==> src/rtl/gpio_port_pkg.sv <==
package gpio_port_pkg;

  // Byte offsets of the register window.
  localparam int unsigned OFS_LEVEL = 32'h00;
  localparam int unsigned OFS_SET   = 32'h04;
  localparam int unsigned OFS_CLR   = 32'h08;
  localparam int unsigned OFS_INV   = 32'h0C;
  localparam int unsigned OFS_SENSE = 32'h10;
  localparam int unsigned OFS_DIR   = 32'h14;

  typedef enum logic [2:0] {
    SEL_NONE,
    SEL_LEVEL,
    SEL_ALIAS,
    SEL_SENSE,
    SEL_DIR
  } gp_rsel_e;

  typedef struct packed {
    logic level;
    logic set;
    logic clr;
    logic inv;
    logic dir;
  } gp_wr_s;

endpackage

==> src/rtl/gpio_port_decode.sv <==
module gpio_port_decode
  import gpio_port_pkg::*;
#(
  parameter int unsigned ADDR_W = 5
) (
  input  logic [ADDR_W-1:0] addr,
  input  logic              we,
  output gp_wr_s            wr,
  output gp_rsel_e          rsel
);

  function automatic logic hit(input logic [ADDR_W-1:0] a, input int unsigned ofs);
    return a == ADDR_W'(ofs);
  endfunction

  always_comb begin
    wr       = '0;
    wr.level = we && hit(addr, OFS_LEVEL);
    wr.set   = we && hit(addr, OFS_SET);
    wr.clr   = we && hit(addr, OFS_CLR);
    wr.inv   = we && hit(addr, OFS_INV);
    wr.dir   = we && hit(addr, OFS_DIR);
  end

  always_comb begin
    if (hit(addr, OFS_LEVEL))
      rsel = SEL_LEVEL;
    else if (hit(addr, OFS_SET) || hit(addr, OFS_CLR) || hit(addr, OFS_INV))
      rsel = SEL_ALIAS;
    else if (hit(addr, OFS_SENSE))
      rsel = SEL_SENSE;
    else if (hit(addr, OFS_DIR))
      rsel = SEL_DIR;
    else
      rsel = SEL_NONE;
  end

endmodule

==> src/rtl/gpio_port_outreg.sv <==
module gpio_port_outreg
  import gpio_port_pkg::*;
#(
  parameter int unsigned W = 32
) (
  input  logic         clk,
  input  logic         rst_n,
  input  gp_wr_s       wr,
  input  logic [W-1:0] wdata,
  output logic [W-1:0] level_q,
  output logic [W-1:0] dir_q
);

  // Next output level for one bus cycle; the write strobes are mutually exclusive.
  function automatic logic [W-1:0] next_level(input logic [W-1:0] cur,
                                               input gp_wr_s      w,
                                               input logic [W-1:0] d);
    logic [W-1:0] n;
    n = cur;
    if (w.level) n = d;
    if (w.set)   n = cur | d;
    if (w.clr)   n = cur & ~d;
    if (w.inv)   n = cur ^ d;
    return n;
  endfunction

  logic [W-1:0] level_d;
  assign level_d = next_level(level_q, wr, wdata);

  always_ff @(posedge clk or negedge rst_n) begin
    if (!rst_n) begin
      level_q <= '0;
      dir_q   <= '0;
    end else begin
      level_q <= level_d;
      if (wr.dir) dir_q <= wdata;
    end
  end

endmodule

==> src/rtl/gpio_port_insamp.sv <==
module gpio_port_insamp #(
  parameter int unsigned W         = 32,
  parameter logic [W-1:0] IMPL_MASK = '1
) (
  input  logic         clk,
  input  logic         rst_n,
  input  logic [W-1:0] pin_in,
  input  logic [W-1:0] func_en,
  input  logic         port_en,
  output logic [W-1:0] cap_q,
  output logic [W-1:0] view
);

  logic [W-1:0] meta_q;

  function automatic logic [W-1:0] visible(input logic [W-1:0] c, input logic [W-1:0] f);
    return c & f & IMPL_MASK;
  endfunction

  // The first stage always runs; the second stage is the capture register and holds while disabled.
  always_ff @(posedge clk or negedge rst_n) begin
    if (!rst_n) begin
      meta_q <= '0;
      cap_q  <= '0;
    end else begin
      meta_q <= pin_in;
      if (port_en) cap_q <= meta_q;
    end
  end

  assign view = visible(cap_q, func_en);

endmodule

==> src/rtl/gpio_port.sv <==
module gpio_port
  import gpio_port_pkg::*;
#(
  parameter int unsigned  W         = 32,
  parameter int unsigned  ADDR_W    = 5,
  parameter logic [W-1:0] IMPL_MASK = '1
) (
  input  logic              clk,
  input  logic              rst_n,
  input  logic [ADDR_W-1:0] bus_addr,
  input  logic              bus_we,
  input  logic [W-1:0]      bus_wdata,
  output logic [W-1:0]      bus_rdata,
  input  logic [W-1:0]      pin_in,
  input  logic [W-1:0]      pin_func_en,
  input  logic              port_en,
  output logic [W-1:0]      pin_out,
  output logic [W-1:0]      pin_oe
);

  gp_wr_s       wr;
  gp_rsel_e     rsel;
  logic [W-1:0] level_q;
  logic [W-1:0] dir_q;
  logic [W-1:0] in_cap;
  logic [W-1:0] in_view;

  gpio_port_decode #(.ADDR_W(ADDR_W)) u_dec (
    .addr (bus_addr),
    .we   (bus_we),
    .wr   (wr),
    .rsel (rsel)
  );

  gpio_port_outreg #(.W(W)) u_out (
    .clk     (clk),
    .rst_n   (rst_n),
    .wr      (wr),
    .wdata   (bus_wdata),
    .level_q (level_q),
    .dir_q   (dir_q)
  );

  gpio_port_insamp #(.W(W), .IMPL_MASK(IMPL_MASK)) u_in (
    .clk     (clk),
    .rst_n   (rst_n),
    .pin_in  (pin_in),
    .func_en (pin_func_en),
    .port_en (port_en),
    .cap_q   (in_cap),
    .view    (in_view)
  );

  always_comb begin
    unique case (rsel)
      SEL_LEVEL: bus_rdata = level_q;
      SEL_SENSE: bus_rdata = in_view;
      SEL_DIR:   bus_rdata = dir_q;
      default:   bus_rdata = '0;
    endcase
  end

  assign pin_out = level_q;
  assign pin_oe  = dir_q;

endmodule

==> config.mk <==
export PLATFORM = sky130hd
export DESIGN_NAME = gpio_port
export DESIGN_NICKNAME = d
export VERILOG_FILES = /design/src/rtl/gpio_port_pkg.sv /design/src/rtl/gpio_port_decode.sv /design/src/rtl/gpio_port_outreg.sv /design/src/rtl/gpio_port_insamp.sv /design/src/rtl/gpio_port.sv
export SDC_FILE = /design/constraint.sdc
export NUM_CORES = 1
export LEC_CHECK = 0
export ABC_AREA = 1
export BUFFER_PORTS_ARGS = -buffer_cell sky130_fd_sc_hd__buf_2
export CORE_MARGIN = 4
export CORE_UTILIZATION = 23
export DETAILED_ROUTE_END_ITERATION = 10
export PLACE_DENSITY_LB_ADDON = 0.2
export SLEW_MARGIN = 30
export SYNTH_ARGS = -nofsm -noshare
export SYNTH_HDL_FRONTEND = slang
export SYNTH_HIERARCHICAL = 1
export SYNTH_SLANG_ARGS = --single-unit
==> constraint.sdc <==
create_clock -name clk -period 2.2 [get_ports clk]
set_input_delay 0.11 -clock clk [delete_from_list [all_inputs] [get_ports clk]]
set_output_delay 0.11 -clock clk [all_outputs]
set_load 0.05 [all_outputs]
### After elaboration in Yosys (flattened, before gate mapping)

Index checks and enable logic that the tools add are counted.

* word-level logic and storage cells: 35
* register bits after elaboration: 128
* memories: 0
* bits in latches: 0
* output and inout bits: 96
* input port bits: 105
* RAM bits: 0
* memory bits (read-only): 0

* div/mod/pow operators: 0
* reductions and logical operators: 9
* multipliers: 0
* bitwise operators: 5
* multiplexer cells: 9
* equality and inequality tests: 8
* add/subtract/negate cells: 0
* shift-type cells: 0
* magnitude comparators: 0

Operators by type and width (number)
* $mux 32: 4
* $pmux 32 s3: 1
* $and 32x32->32: 2
* $not 32->32: 1
* $or 32x32->32: 1
* $xor 32x32->32: 1
* $mux 3: 4
* $eq 5x4->1 const B: 2
* $eq 5x5->1 const B: 2
* $eq 5x3->1 const B: 1
* $logic_and 1x1->1: 5
* $logic_not 5->1: 1
* $reduce_bool 4->1: 1
* $eq 3x1->1 const B: 1
* $eq 3x2->1 const B: 1
* $eq 3x3->1 const B: 1
* $logic_or 1x1->1: 2

### Logic depth before layout (Yosys ltp)

* depth after elaboration: 7
* gate-level depth with buffers: 11
* gate-level depth less buffers: 9

### Cells and area by module

The synthesis kept the hierarchy.

Modules (own cells, without submodules)
* gpio_port_outreg: area an instance 4643.2 µm², cells an instance 621, seq. area each 1601.5 µm², instances 1
* gpio_port_insamp: area an instance 2336.0 µm², cells an instance 232, seq. area each 1601.5 µm², instances 1
* gpio_port: area an instance 960.9 µm², cells an instance 158, seq. area each 0.0 µm², instances 1
* gpio_port_decode: area an instance 113.9 µm², cells an instance 24, seq. area each 0.0 µm², instances 1

### Least setup slack after synthesis

Ideal clock, no wire load.

* kind: input port to output port
* from: in bus_addr[1]
* to: out bus_rdata[0]
* path buffers: 2
* slack: 0.751 ns
* required time: 2.090 ns
* cell stages on the path: 7
* arrival time: 1.339 ns
* path through: nor2_4 -> nand2_2 -> nor2_1 -> buf_6 -> buf_6 -> nand4_1 -> nand3_1

* longest elaborated chain between the ends: 7

Ends and longest elaborated chain
* start: declaration: line gpio_port.sv:10 `input logic [ADDR_W-1:0] bus_addr,`
* $eq 5x3->1 or $eq 5x4->1 (tied branches): line gpio_port_decode.sv:13 `return a == ADDR_W'(ofs);`
* $logic_or 1x1->1 (2 in a row): line gpio_port_decode.sv:28 `else if (hit(addr, OFS_SET) || hit(addr, OFS_CLR) || hit(addr, OFS_INV))`
* $mux 3: line gpio_port_decode.sv:28
* $mux 3 (*): line gpio_port_decode.sv:26 `if (hit(addr, OFS_LEVEL))`
* via rsel[0]: line gpio_port.sv:22 `gp_rsel_e rsel;`
* $eq 3x3->1, or another cell as far along: line gpio_port.sv:55 `unique case (rsel)`
* $pmux 32 s3 (*): line gpio_port.sv:55
* end: declaration: line gpio_port.sv:13 `output logic [W-1:0] bus_rdata,`

Mark *: on every way through the listed nets, which the timed path passes. The rest lies on a longest branch.

### Final worst setup path

* from: in bus_addr[3]
* to: out bus_rdata[31]

The elaborated chain is that of the path after synthesis.

==> results.md <==
* Input/output buffers at 200
* Combinational power share at a little under a third
* Crit. Startpoint: bus_addr[3]
* Remaining DRCs at 0
* R2R setup slack at approximately 960 ps
* Hold depth at 3
* Total GRT Usage at between 10% and 20%
* Final WL at 30,200 um
* CTS Hold Bufs at between 50 and 60
* Status: complete, no violations
* CP max stage cell: nor2_4
* Post-synthesis sequential area ratio at between 30% and 40%
* Synth Warn # at 6
* R2R cell count at 6
* Diode count at 0
* P_int at 5250 uW
* Worst Hold Class: in -> reg
* Min Tclk post-route at approximately 1900 ps
* Switch share at 40.9%
* Share of the synthesized area in the top cell type at approximately 40%
* Pin count of the biggest net entering global routing at 65
* Die area at roughly 38,000 um^2
* Top cell by count, worst path: nand3_1
* RR Startpoint: u_out/level_q[30]
* Max Slew Vio Count at 0
* Routed vias at between 7,000 and 8,000
* Sequential power share at a little over a third
* NetSw at between 3000 and 4000 uW
* Reg2reg end: u_out/level_q[30]
* DPL Wire Length at approximately 21,000 um
* First-pass GRT wire length at around 47,000 um
* WL/cell at approximately 17 um
* GR Overflow Total at 0
* Drt first pass iters at 5
* Fin Clk Skew at between 7 and 8 ps
* Min-Delay Startpoint: bus_wdata[27]
* CP max FO at 16
* Syn Inst Count at approximately 1,000
* Most common cell after layout, fill and taps aside: nand2_1
* Synthesized area per cell at a little under 8 um^2
* Placed Cells at ~1,600
* Clock sinks at approximately 130
* Die height at 195 um
* Num ports at about 200
* Area Overhead vs Synth at 30.2%
* Mapped Area at between 8000 and 9000 um^2
* Clock share of power at about a third
* CP Cell Sequence: buf_2 -> inv_1 -> nand2_1 -> nand3_1 -> nand2_1 -> nor2_4 -> buf_4 -> nand3_1 -> nand3_1 -> buf_2
* Most frequent cells in the layout: nand2_1 (281), buf_2 (199), nand3_1 (132), dfrtp_1 (128), inv_1 (102)
* # Post-CTS Setup Buffers at 0
* Distinct cells, synth at 22
* Cell Rows at ~70
* Slew HR at a little over a third
* CP Capture Type: output port
* Final std cells w/o fill at between 1,500 and 2,000
* CTS buffer count at 17
* CP delay by family, top: simple AND/OR/NAND/NOR gates
* Register bit total from synthesis at 128
* Worst slew pin tran at about 970 ps
* Worst-skew pair later-pin latency at approximately 440 ps
* Clock-pin transition on the worst setup and hold timing paths at 60 ps
* Root Buffer: clkbuf_16
* CP max stage delay at about 300 ps
* Vias in the first global route at about 7,600
* Period utilisation layout at between 80% and 90%
* Final GP Congestion at ~0.76
* F_max at a little over 500 MHz
* Initial Util at 23.3%
* Data required time of the critical path at roughly 2100 ps
* TNS Setup at 0 ps
* Max_cap viols at 0
* Buf/Inv on CP at 4
* RSZ-0062 raised after global routing: no
* Avg Vias per Cell at 4.47
* Leakage at around 0.0058 uW
* Core Area at ~35,000 um^2
* Max Root-Sink Buffers at 2
* Worst hold endpoint: u_out/dir_q[27]
* Layout cells sized above 1 at 22.4%
* Initial antenna violation count at 2
* Worst vdd ir at approximately 0.63 mV
* Largest area contributor in the netlist: dfrtp_1
* Final Hold Viols at 0
* WS Path Type: in -> out
* Syn nets at about 1,200
* Final setup vio count at 0
* H-tree lvl count at 4
* Post-DRT Antenna Nets at 0
* Worst EP arrival at about 1800 ps
* Most area-consuming cells after synthesis: dfrtp_1 (40%), nand2_1 (13%), ha_1 (9.9%)
* CTS tree: done
* Post-CTS sizing at 0
* Nets@finish at 1,433
* Startpoint types: input port
* Starting DRT DRC Count at ~560
* Cell Pwr Density at 848 nW/um^2
* Die width at roughly 200 um
[tightest hold or removal path: stages]
cell and delay (ps):
buf_2 80, inv_1 80, a21oi_1 140
[metal layers]
| metal | vias up | track usage [%] | part of all wire, % |
|---|---|---|---|
| met5 | - | 0 | 0.083 |
| met1 | 3650 | 22.3 | 47 |
| li1 | 3817 | - | - |
| met3 | 32 | 4.64 | 6.7 |
| met4 | 4 | 3.90 | 1.6 |
| met2 | 241 | 24.2 | 44 |
[Yosys cell counts]
master and count:
nor2_1 70, a21oi_1 96, buf_4 16, ha_1 64
inv_4 2, nand3_2 1, dfrtp_1 128, buf_8 3
nor2_2 1, inv_8 1, nor2_4 2, nand2_2 12
nand3_1 132, nand2_1 281, buf_12 1, nand4_1 64
buf_6 22, buf_2 29, inv_2 3, nor2_8 2
inv_1 102, clkbuf_8 3
[flip-flops by register name, indices dropped and copies added (netlist names)]
| name | cells |
|---|---|
| u_out/level_q | 32 |
| u_out/dir_q | 32 |
| u_in/meta_q | 32 |
| u_in/cap_q | 32 |
[cell type report]
| cell class | instances | area, um^2 |
|---|---|---|
| clock buffer | 20 | 467 |
| clock inverter | 12 | 146 |
| fill | 3795 | 24100 |
| inverter | 108 | 418 |
| multi-input combinational | 725 | 3850 |
| sequential | 128 | 3200 |
| tap | 455 | 569 |
| timing repair buffer | 284 | 1830 |
[how the worst max path moves through the flow]
stage,end,depth (start not counted),slack (ps)
2_1_floorplan,bus_rdata[0],7,750
3_3_place_gp,bus_rdata[31],10,200
3_5_place_dp,bus_rdata[31],10,210
4_1_cts,bus_rdata[31],10,200
5_1_grt,bus_rdata[23],10,70
6_report,bus_rdata[31],10,260
[cell families (layout without fill, tap and decap cells)]
| family | count (synthesis) | count (layout) | share of synthesized area, % |
|---|---|---|---|
| flops | 128 | 128 | 39.8 |
| fa+ha+maj | 64 | 64 | 9.94 |
| compound gates | 96 | 96 | 5.97 |
| buf+inv | 182 | 424 | 12.9 |
| simple gates | 565 | 565 | 31.4 |
[metrics by stage]
stage / power [uW] / instance area (um^2) / utilization (%) / hold slack [ps] / setup WS, ps
after floorplan: 5010 / 8050 / - / -186 / 751
after global placement: 5880 / 9290 / 26.9 / 116 / 198
after detailed placement: 5900 / 9290 / 26.9 / 119 / 213
after CTS: 9050 / 10500 / 30.4 / 5.33 / 201
after global routing: 9440 / 10500 / 30.4 / 0.856 / 72.3
final: 8890 / 10500 / 30.4 / 19.8 / 260
[power by group through the flow]
stage	logic, uW	clock network [uW]	registers [uW]
2_1_floorplan	868	0	4140
5_1_grt	2980	3210	3250
6_report	2720	2990	3190
4_1_cts	2750	3100	3200
3_5_place_dp	2670	0	3230
3_3_place_gp	2650	0	3240
(Power assumes the default switching activity.)
